**config.mk**
```make
export PLATFORM = sky130hd
export DESIGN_NAME = rxq_ring
export DESIGN_NICKNAME = d
export VERILOG_FILES = /design/src/rtl/rxq_pkg.sv /design/src/rtl/rxq_depth_sel.sv /design/src/rtl/rxq_ptr.sv /design/src/rtl/rxq_occ.sv /design/src/rtl/rxq_ring.sv
export SDC_FILE = /design/constraint.sdc
export NUM_CORES = 1
export LEC_CHECK = 0
export BUFFER_PORTS_ARGS = -buffer_cell sky130_fd_sc_hd__buf_2
export CAP_MARGIN = 15
export CORE_AREA = 4 4 77 72
export DETAILED_ROUTE_END_ITERATION = 12
export DIE_AREA = 0 0 81 76
export GPL_TIMING_DRIVEN = 1
export PLACE_DENSITY = 0.61
export SETUP_SLACK_MARGIN = 0.15
export SLEW_MARGIN = 25
export SYNTH_ARGS = -nofsm -noshare
export SYNTH_HDL_FRONTEND = slang
export SYNTH_HIERARCHICAL = 1
export SYNTH_SLANG_ARGS = --single-unit
```
**constraint.sdc**
```tcl
create_clock -name clk -period 3.95 [get_ports clk]
set_input_delay 0 -clock clk [delete_from_list [all_inputs] [get_ports clk]]
set_output_delay 0 -clock clk [all_outputs]
set_load 0.03 [all_outputs]
```
**src/rtl/rxq_pkg.sv**
```systemverilog
package rxq_pkg;

    localparam int FIXED_SLOTS = 2;
    localparam int PROG_SLOTS  = 6;
    localparam int CODE_W      = 5;

    localparam logic [CODE_W-1:0] CODE_RING_RX = 5'b10000;
    localparam logic [CODE_W-1:0] CODE_NONE    = 5'b00000;

    localparam int FREE_NEAR = 1;
    localparam int FREE_FAR  = 4;

    typedef enum logic {
        WM_ONE_FREE  = 1'b0,
        WM_FOUR_FREE = 1'b1
    } wm_mode_e;

    typedef struct packed {
        logic push;
        logic pop;
        logic drop;
        logic reload;
    } ring_op_t;

    function automatic int ring_next(int p, int depth);
        return (p + 1 >= depth) ? 0 : p + 1;
    endfunction

endpackage

```
**src/rtl/rxq_depth_sel.sv**
```systemverilog
module rxq_depth_sel #(
    parameter int FIXED = 2,
    parameter int PROG  = 6,
    parameter int CW    = 4
) (
    input  logic [PROG-1:0] tx_cfg,
    output logic [CW-1:0]   depth
);
    always_comb begin
        depth = CW'(FIXED + PROG);
        for (int k = PROG - 1; k >= 0; k--) begin
            if (tx_cfg[k]) depth = CW'(FIXED + k);
        end
    end
endmodule

```
**src/rtl/rxq_ptr.sv**
```systemverilog
module rxq_ptr #(
    parameter int IW = 4,
    parameter int CW = 4
) (
    input  logic          clk,
    input  logic          rst,
    input  logic          adv,
    input  logic          home,
    input  logic [CW-1:0] depth,
    output logic [IW-1:0] ptr
);
    import rxq_pkg::*;

    always_ff @(posedge clk) begin
        if (rst || home) ptr <= '0;
        else if (adv)    ptr <= IW'(ring_next(int'(ptr), int'(depth)));
    end
endmodule

```
**src/rtl/rxq_occ.sv**
```systemverilog
module rxq_occ #(
    parameter int SLOTS = 8,
    parameter int IW    = 4
) (
    input  logic             clk,
    input  logic             rst,
    input  logic             set_en,
    input  logic [IW-1:0]    set_idx,
    input  logic             clr_en,
    input  logic [IW-1:0]    clr_idx,
    output logic [SLOTS-1:0] full
);
    for (genvar g = 0; g < SLOTS; g++) begin : g_slot
        always_ff @(posedge clk) begin
            if (rst)
                full[g] <= 1'b0;
            else if (set_en && set_idx == IW'(g))
                full[g] <= 1'b1;
            else if (clr_en && clr_idx == IW'(g))
                full[g] <= 1'b0;
        end
    end
endmodule

```
**src/rtl/rxq_ring.sv**
```systemverilog
module rxq_ring #(
    parameter int FIXED = rxq_pkg::FIXED_SLOTS,
    parameter int PROG  = rxq_pkg::PROG_SLOTS,
    parameter int IW    = 4
) (
    input  logic                 clk,
    input  logic                 rst,
    input  logic                 accept_i,
    input  logic [PROG-1:0]      prog_tx_i,
    input  logic [FIXED+PROG-1:0] clr_done_i,
    input  logic                 wm_sel_i,
    input  logic                 ovf_clr_i,
    output logic [IW-1:0]        wr_slot_o,
    output logic [IW-1:0]        rd_ptr_o,
    output logic [FIXED+PROG-1:0] full_o,
    output logic                 empty_o,
    output logic [4:0]           int_code_o,
    output logic                 wm_irq_o,
    output logic                 ovf_o
);
    import rxq_pkg::*;

    localparam int SLOTS = FIXED + PROG;
    localparam int CW    = $clog2(SLOTS + 1);

    logic [CW-1:0]    cfg_depth;
    logic [CW-1:0]    depth_q;
    logic [CW-1:0]    cnt_q;
    logic [CW-1:0]    free_slots;
    logic [SLOTS-1:0] rd_sel;
    logic             home;
    ring_op_t         op;

    rxq_depth_sel #(.FIXED(FIXED), .PROG(PROG), .CW(CW)) u_depth (
        .tx_cfg (prog_tx_i),
        .depth  (cfg_depth)
    );

    always_comb begin
        for (int s = 0; s < SLOTS; s++) rd_sel[s] = (rd_ptr_o == IW'(s));
    end

    always_comb begin
        op.push   = accept_i && (cnt_q != depth_q);
        op.drop   = accept_i && (cnt_q == depth_q);
        op.pop    = |(clr_done_i & full_o & rd_sel);
        op.reload = (cnt_q == '0) && !accept_i;
    end

    assign home = op.reload && (cfg_depth != depth_q);

    rxq_ptr #(.IW(IW), .CW(CW)) u_wr (
        .clk (clk), .rst (rst), .adv (op.push), .home (home),
        .depth (depth_q), .ptr (wr_slot_o)
    );

    rxq_ptr #(.IW(IW), .CW(CW)) u_rd (
        .clk (clk), .rst (rst), .adv (op.pop), .home (home),
        .depth (depth_q), .ptr (rd_ptr_o)
    );

    rxq_occ #(.SLOTS(SLOTS), .IW(IW)) u_occ (
        .clk (clk), .rst (rst),
        .set_en (op.push), .set_idx (wr_slot_o),
        .clr_en (op.pop),  .clr_idx (rd_ptr_o),
        .full (full_o)
    );

    always_ff @(posedge clk) begin
        if (rst) begin
            depth_q    <= cfg_depth;
            cnt_q      <= '0;
            ovf_o      <= 1'b0;
            int_code_o <= CODE_NONE;
        end else begin
            if (op.reload) depth_q <= cfg_depth;
            case ({op.push, op.pop})
                2'b10:   cnt_q <= cnt_q + 1'b1;
                2'b01:   cnt_q <= cnt_q - 1'b1;
                default: cnt_q <= cnt_q;
            endcase
            if (op.drop)        ovf_o <= 1'b1;
            else if (ovf_clr_i) ovf_o <= 1'b0;
            int_code_o <= op.push ? CODE_RING_RX : CODE_NONE;
        end
    end

    assign free_slots = depth_q - cnt_q;
    assign empty_o    = ~|(full_o & rd_sel);

    always_comb begin
        if (wm_mode_e'(wm_sel_i) == WM_FOUR_FREE)
            wm_irq_o = (free_slots == CW'(FREE_FAR));
        else
            wm_irq_o = (free_slots == CW'(FREE_NEAR));
    end
endmodule

```
* Word level (Yosys, flattened, before mapping)
Index checks and enable logic that the tools add are counted.
Word-level totals: register bits 30, logic and storage cells 115, memory bits (writable) 0, bits in latches 0, memory bits (read-only) 0, output and inout port bits 24, memories kept 0
Cells by class: bitwise operators 3, multipliers 0, $add $sub $neg 5, divide/modulo/power cells 0, equal/unequal tests 21, shift operators 0, mux-type cells 31, $lt $le $gt $ge 2, reductions and logical operators 39
Operators by type and width (number):
- 4-bit two-way mux | 10
- 4-bit by 3-bit equality test with 1-bit output (second input constant) | 9
- 8-bit AND | 3
- 2-bit nonzero test | 11
- 1-bit logical AND | 20
- 1-bit two-way mux | 19
- 4-bit by 2-bit equality test with 1-bit output (second input constant) | 4
- 8-bit OR reduction | 2
- 4-bit by 1-bit equality test with 1-bit output (second input constant) | 3
- 4-bit logical NOT | 3
- 4-bit by 1-bit adder with 5-bit output (second input constant) | 2
- 5-bit by 4-bit greater-or-equal comparator with 1-bit output | 2
- 4-bit inequality test | 2
- 4-bit one-hot mux with 2 select lines | 1
- 5-bit two-way mux | 1
- 4-bit by 1-bit adder with 4-bit output (second input constant) | 1
- 4-bit equality test | 1
- 4-bit by 1-bit subtractor with 4-bit output (second input constant) | 1
- 4-bit subtractor | 1
- 2-bit by 1-bit equality test with 1-bit output (second input constant) | 1
- 2-bit equality test (second input constant) | 1
- 1-bit logical NOT | 2
- 1-bit logical OR | 1

* Logic depth before layout (Yosys ltp)
depth after elaboration 9, gate-level depth with buffers 12, mapped depth without buffers 11

* Hierarchy
The synthesis kept the hierarchy.
By module, submodules not included:
- rxq_ring | cells an instance 89, times used 1, area an instance 810.8 um2
- rxq_ptr | cells an instance 35, times used 2, area an instance 311.5 um2
- rxq_occ | cells an instance 36, times used 1, area an instance 355.3 um2
- rxq_depth_sel | cells an instance 10, times used 1, area an instance 61.3 um2

* Least setup slack after synthesis
OpenSTA, ideal clock, no wires.
kind register to register, start register u_rd.ptr[1], end register cnt_q[3], setup time 0.070 ns, data required time 3.880 ns, cell stages (with the launch flop) 12, arrival time 2.942 ns, slack 0.939 ns, buffers on the path 1, cells stage by stage dfxtp_1 > buf_2 > and3b_1 > a311oi_1 > a311o_1 > a21oi_1 > ha_1 > ha_1 > a21oi_1 > a21oi_1 > or4_1 > a21oi_1
RTL lines:
- start: declaration | RTL line rxq_ptr.sv:10 | output logic [IW-1:0] ptr
- start signal: assignment | RTL line rxq_ptr.sv:16 | else if (adv) ptr <= IW'(ring_next(int'(ptr), int'(depth)));
- end signal: assignment | RTL line rxq_ring.sv:78 | 2'b10: cnt_q <= cnt_q + 1'b1;
- end signal: assignment | RTL line rxq_ring.sv:79 | 2'b01: cnt_q <= cnt_q - 1'b1;
- end signal: assignment | RTL line rxq_ring.sv:80 | default: cnt_q <= cnt_q;
- end: declaration | RTL line rxq_ring.sv:28 | logic [CW-1:0] cnt_q;

==> impl_metrics.toml <==
[power_and_ir_drop]
max-vdd-ir-drop_mv = 0.267
power.static_leakage_nw = 0.948
power.internal_uw = 702
pwr-share-seq_pct = 32.9
power-per-cell-area_nw_per_um2 = 573
part_of_the_power_in_combinational_logic_pct = 51.0
net_switching_fraction_of_the_power_pct = 43.6
power_frac_clock_pct = 16.2
power_switching_uw = 543

[routing]
drt-met1-wl_um = 1880
routed.top_layer = "met4"
via_per_inst = 5.16
routed-wl-met3_um = 223
wirelength_um = 4050
post_route_antenna_net_violation_count = 0
drt-wirelength-per-cell_um = 13.0
remaining_drc_errors = 0
drt_pass1_iterations = 4
met2WireLength_um = 1910
detail_route.iter0.violations = 56
num_vias = 1606

[clocking]
post_cts.resized_instances = 0
numCtsBuffers = 3
cts-htree-levels = 1
post-cts-setup-buffer-count = 0
clkSinkCount = 26
clk_latency_ps = 280
clock_edge_transition_at_the_registers_on_the_reported_setup_and_hold_paths_ps = 100
tritoncts = "done"
cts_max_path_buffers = 2
cts-hold-fix-buffers = 1
ctsRootBufferMaster = "sky130_fd_sc_hd__clkbuf_8"

[synthesis]
synthesis.yosys.warnings = 6
synthesized_area_um2 = 1850
synthDominantCellAreaShare_pct = 23.8
syn-mean-instance-area_um2 = 9.03
synth.ff_latch_count = 26
ys_top_cells_by_count = "sky130_fd_sc_hd__dfxtp_1, sky130_fd_sc_hd__inv_1, sky130_fd_sc_hd__ha_1, sky130_fd_sc_hd__nand2_1, sky130_fd_sc_hd__nor2_1"
synth_area_leader_cell = "sky130_fd_sc_hd__dfxtp_1"
synth_cells = 205
ys_async_sr_fraction_pct = 0
synth-edff-count = 4
synth.most_common_cell = "sky130_fd_sc_hd__dfxtp_1"
synth_ff_type = "sky130_fd_sc_hd__dfxtp_1"
synth.distinct_cells = 48
register_area_share_after_synthesis_pct = 30.3
yosys-top-cells-area = "sky130_fd_sc_hd__dfxtp_1, sky130_fd_sc_hd__ha_1, sky130_fd_sc_hd__edfxtp_1"

[final_layout]
n_antenna_cell = 0
drive_gt1_share_pct = 25.2
layout.cell_area.non_filler_um2 = 2170
design.final.nets = 284
area.sequential_um2 = 561
post-route-util_pct = 45.8
multi_input_comb_area_um2 = 1200
synthToLayoutAreaGrowth_pct = 17.5
filler_cell_count = 490

[global_routing]
wire_length_of_the_first_global_routing_pass_um = 6890
grt_usage_pct = 13.8
grt_max_degree = 19
grt_pass1_vias = 1506
globalRoute.totalOverflow = 0
antenna_found_initial = 0

[critical_path]
critical_path.cell_chain = "a311oi_1 -> a311o_1 -> a21oi_1 -> ha_1 -> ha_1 -> a21oi_1 -> a21oi_1 -> or4_1 -> a21oi_1"
worstSetupEndpoint = "cnt_q[3]"
worstSetupPathType = "reg2reg"
critPathTopFamily = "compound AO/OA/AOI/OAI gates"
critPathMostFrequentCell = "sky130_fd_sc_hd__a21oi_1"
path_buf_inv = 0
timing.critical_path.slowest_cell_delay_ps = 700
timing.critical_path.fanout_max = 18
endpoint_kind = "flop"
r2r_cells = 9
cpMaxStageDelayCell = "sky130_fd_sc_hd__dfxtp_1"
start_kind = "flop"
cp-startpoint = "u_rd/ptr[1]"
path_depth = 9
cp.required_ps = 4160
r2r-start = "u_rd/ptr[1]"
critical_path_arrival_ps = 3260
worst-r2r-setup-slack_ps = 910
reg2reg_to = "cnt_q[3]"

[sta]
fmax_mhz = 329
timing.slew.headroom_pct = 58.5
final-hold-violation-count = 0
number_of_max_slew_violations_in_the_final_report = 0
worstMarginPinSlew_ps = 622
layout_worst_path_cycle_share_pct = 77.0
finalCriticalPeriod_ps = 3040
rsz_0062_raised_after_global_routing = "no"
tns_ps = 0
clock_skew_ps = 6.99
final_setup_fails = 0

[die]
initial_core_util_pct = 39.0
die-area_um2 = 6160
die_width_um = 81
placeableCoreArea_um2 = 4740
ios = 43
fp-row-count = 24
die_span_y_um = 76

[hold_path]
holdCritPathClass = "in2reg"
min_delay_path_depth = 4

[placed_design]
placement.cell_area_um2 = 2100
numPortBuffers = 38
place_hpwl_um = 3190
gp_congestion = 0.852

[status]
status = "finished, final reports clean"

[job]
maxCapViolCount = 0
==> kinds of logic (layout without fill, tap and decap cells) <==
logic type	after synthesis	count (layout)	share of synthesized area, %
fa+ha+maj	18	18	13.0
xor+xnor	12	12	6.49
mux	3	3	2.97
compound gates	52	52	20.9
simple gates	70	70	20.6
flops	26	26	30.3
other cells	1	4	0.203
buf+inv	23	61	5.54
==> sequential cells by signal, indices dropped and copies added, names as in the netlist <==
| signal | cells |
|---|---|
| depth_q | 4 |
| cnt_q | 4 |
| ovf_o | 1 |
| u_wr/ptr | 4 |
| int_code_o | 1 |
| u_occ/full | 8 |
| u_rd/ptr | 4 |
==> power by group through the flow <==
stage | sequential [mW] | combinational [mW] | clock [mW]
after floorplan | 0.435 | 0.471 | 0
after global placement | 0.414 | 0.633 | 0
after detailed placement | 0.417 | 0.636 | 0
after CTS | 0.411 | 0.640 | 0.211
after global routing | 0.424 | 0.716 | 0.224
final | 0.409 | 0.635 | 0.202
==> worst min-delay path by stage <==
stage | from | end | slack (ps)
final | ovf_clr_i | ovf_o | 20
after global routing | prog_tx_i[0] | depth_q[2] | 60
after CTS | ovf_clr_i | ovf_o | 10
after detailed placement | accept_i | ovf_o | 270
after global placement | accept_i | ovf_o | 280
after floorplan | rst | cnt_q[3] | 70
==> placed cells by master (no fill, tap or decap), types with 3 or more instances in the layout <==
cell type / netlist / final
sky130_fd_sc_hd__a21oi_1: 7 / 7
sky130_fd_sc_hd__buf_2: 1 / 38
sky130_fd_sc_hd__clkbuf_8: 0 / 3
sky130_fd_sc_hd__conb_1: 1 / 4
sky130_fd_sc_hd__dfxtp_1: 22 / 22
sky130_fd_sc_hd__edfxtp_1: 4 / 4
sky130_fd_sc_hd__ha_1: 16 / 16
sky130_fd_sc_hd__inv_1: 17 / 17
sky130_fd_sc_hd__nand2_1: 16 / 16
sky130_fd_sc_hd__nand2b_1: 3 / 3
sky130_fd_sc_hd__nand3_1: 12 / 12
sky130_fd_sc_hd__nand3b_1: 4 / 4
sky130_fd_sc_hd__nor2_1: 16 / 16
sky130_fd_sc_hd__o211ai_1: 8 / 8
sky130_fd_sc_hd__o21ai_0: 8 / 8
sky130_fd_sc_hd__o21ai_1: 9 / 9
sky130_fd_sc_hd__xor2_1: 10 / 10
==> final cells by class <==
type,count,share of cell area (%)
sequential,26,25.8
inverter,18,3.11
tap,65,3.74
clock buffer,4,3.05
multi-input combinational,159,55.1
timing repair buffer,39,9.21
==> per-layer routing <==
metal / vias up / track usage [%]
met4: 0 / 3.89
met1: 745 / 18.2
met2: 36 / 22.0
met3: 4 / 3.55
li1: 821 / -
met5: - / 0
==> through the flow <==
step	power [mW]	hold WS [ps]	worst slack, ps	instances
6_report	1.25	20.2	907	311
3_3_place_gp	1.05	280	975	306
4_1_cts	1.26	10.5	901	311
3_5_place_dp	1.05	266	941	306
2_1_floorplan	0.906	69.1	939	208
5_1_grt	1.36	59.2	604	311
==> tightest hold or removal path, stage by stage <==
cell and delay, ps:
sky130_fd_sc_hd__buf_2 70, sky130_fd_sc_hd__nor2b_1 30, sky130_fd_sc_hd__a21oi_1 100, sky130_fd_sc_hd__nor2_1 50
No activity file was read; power rests on OpenSTA's default activity.
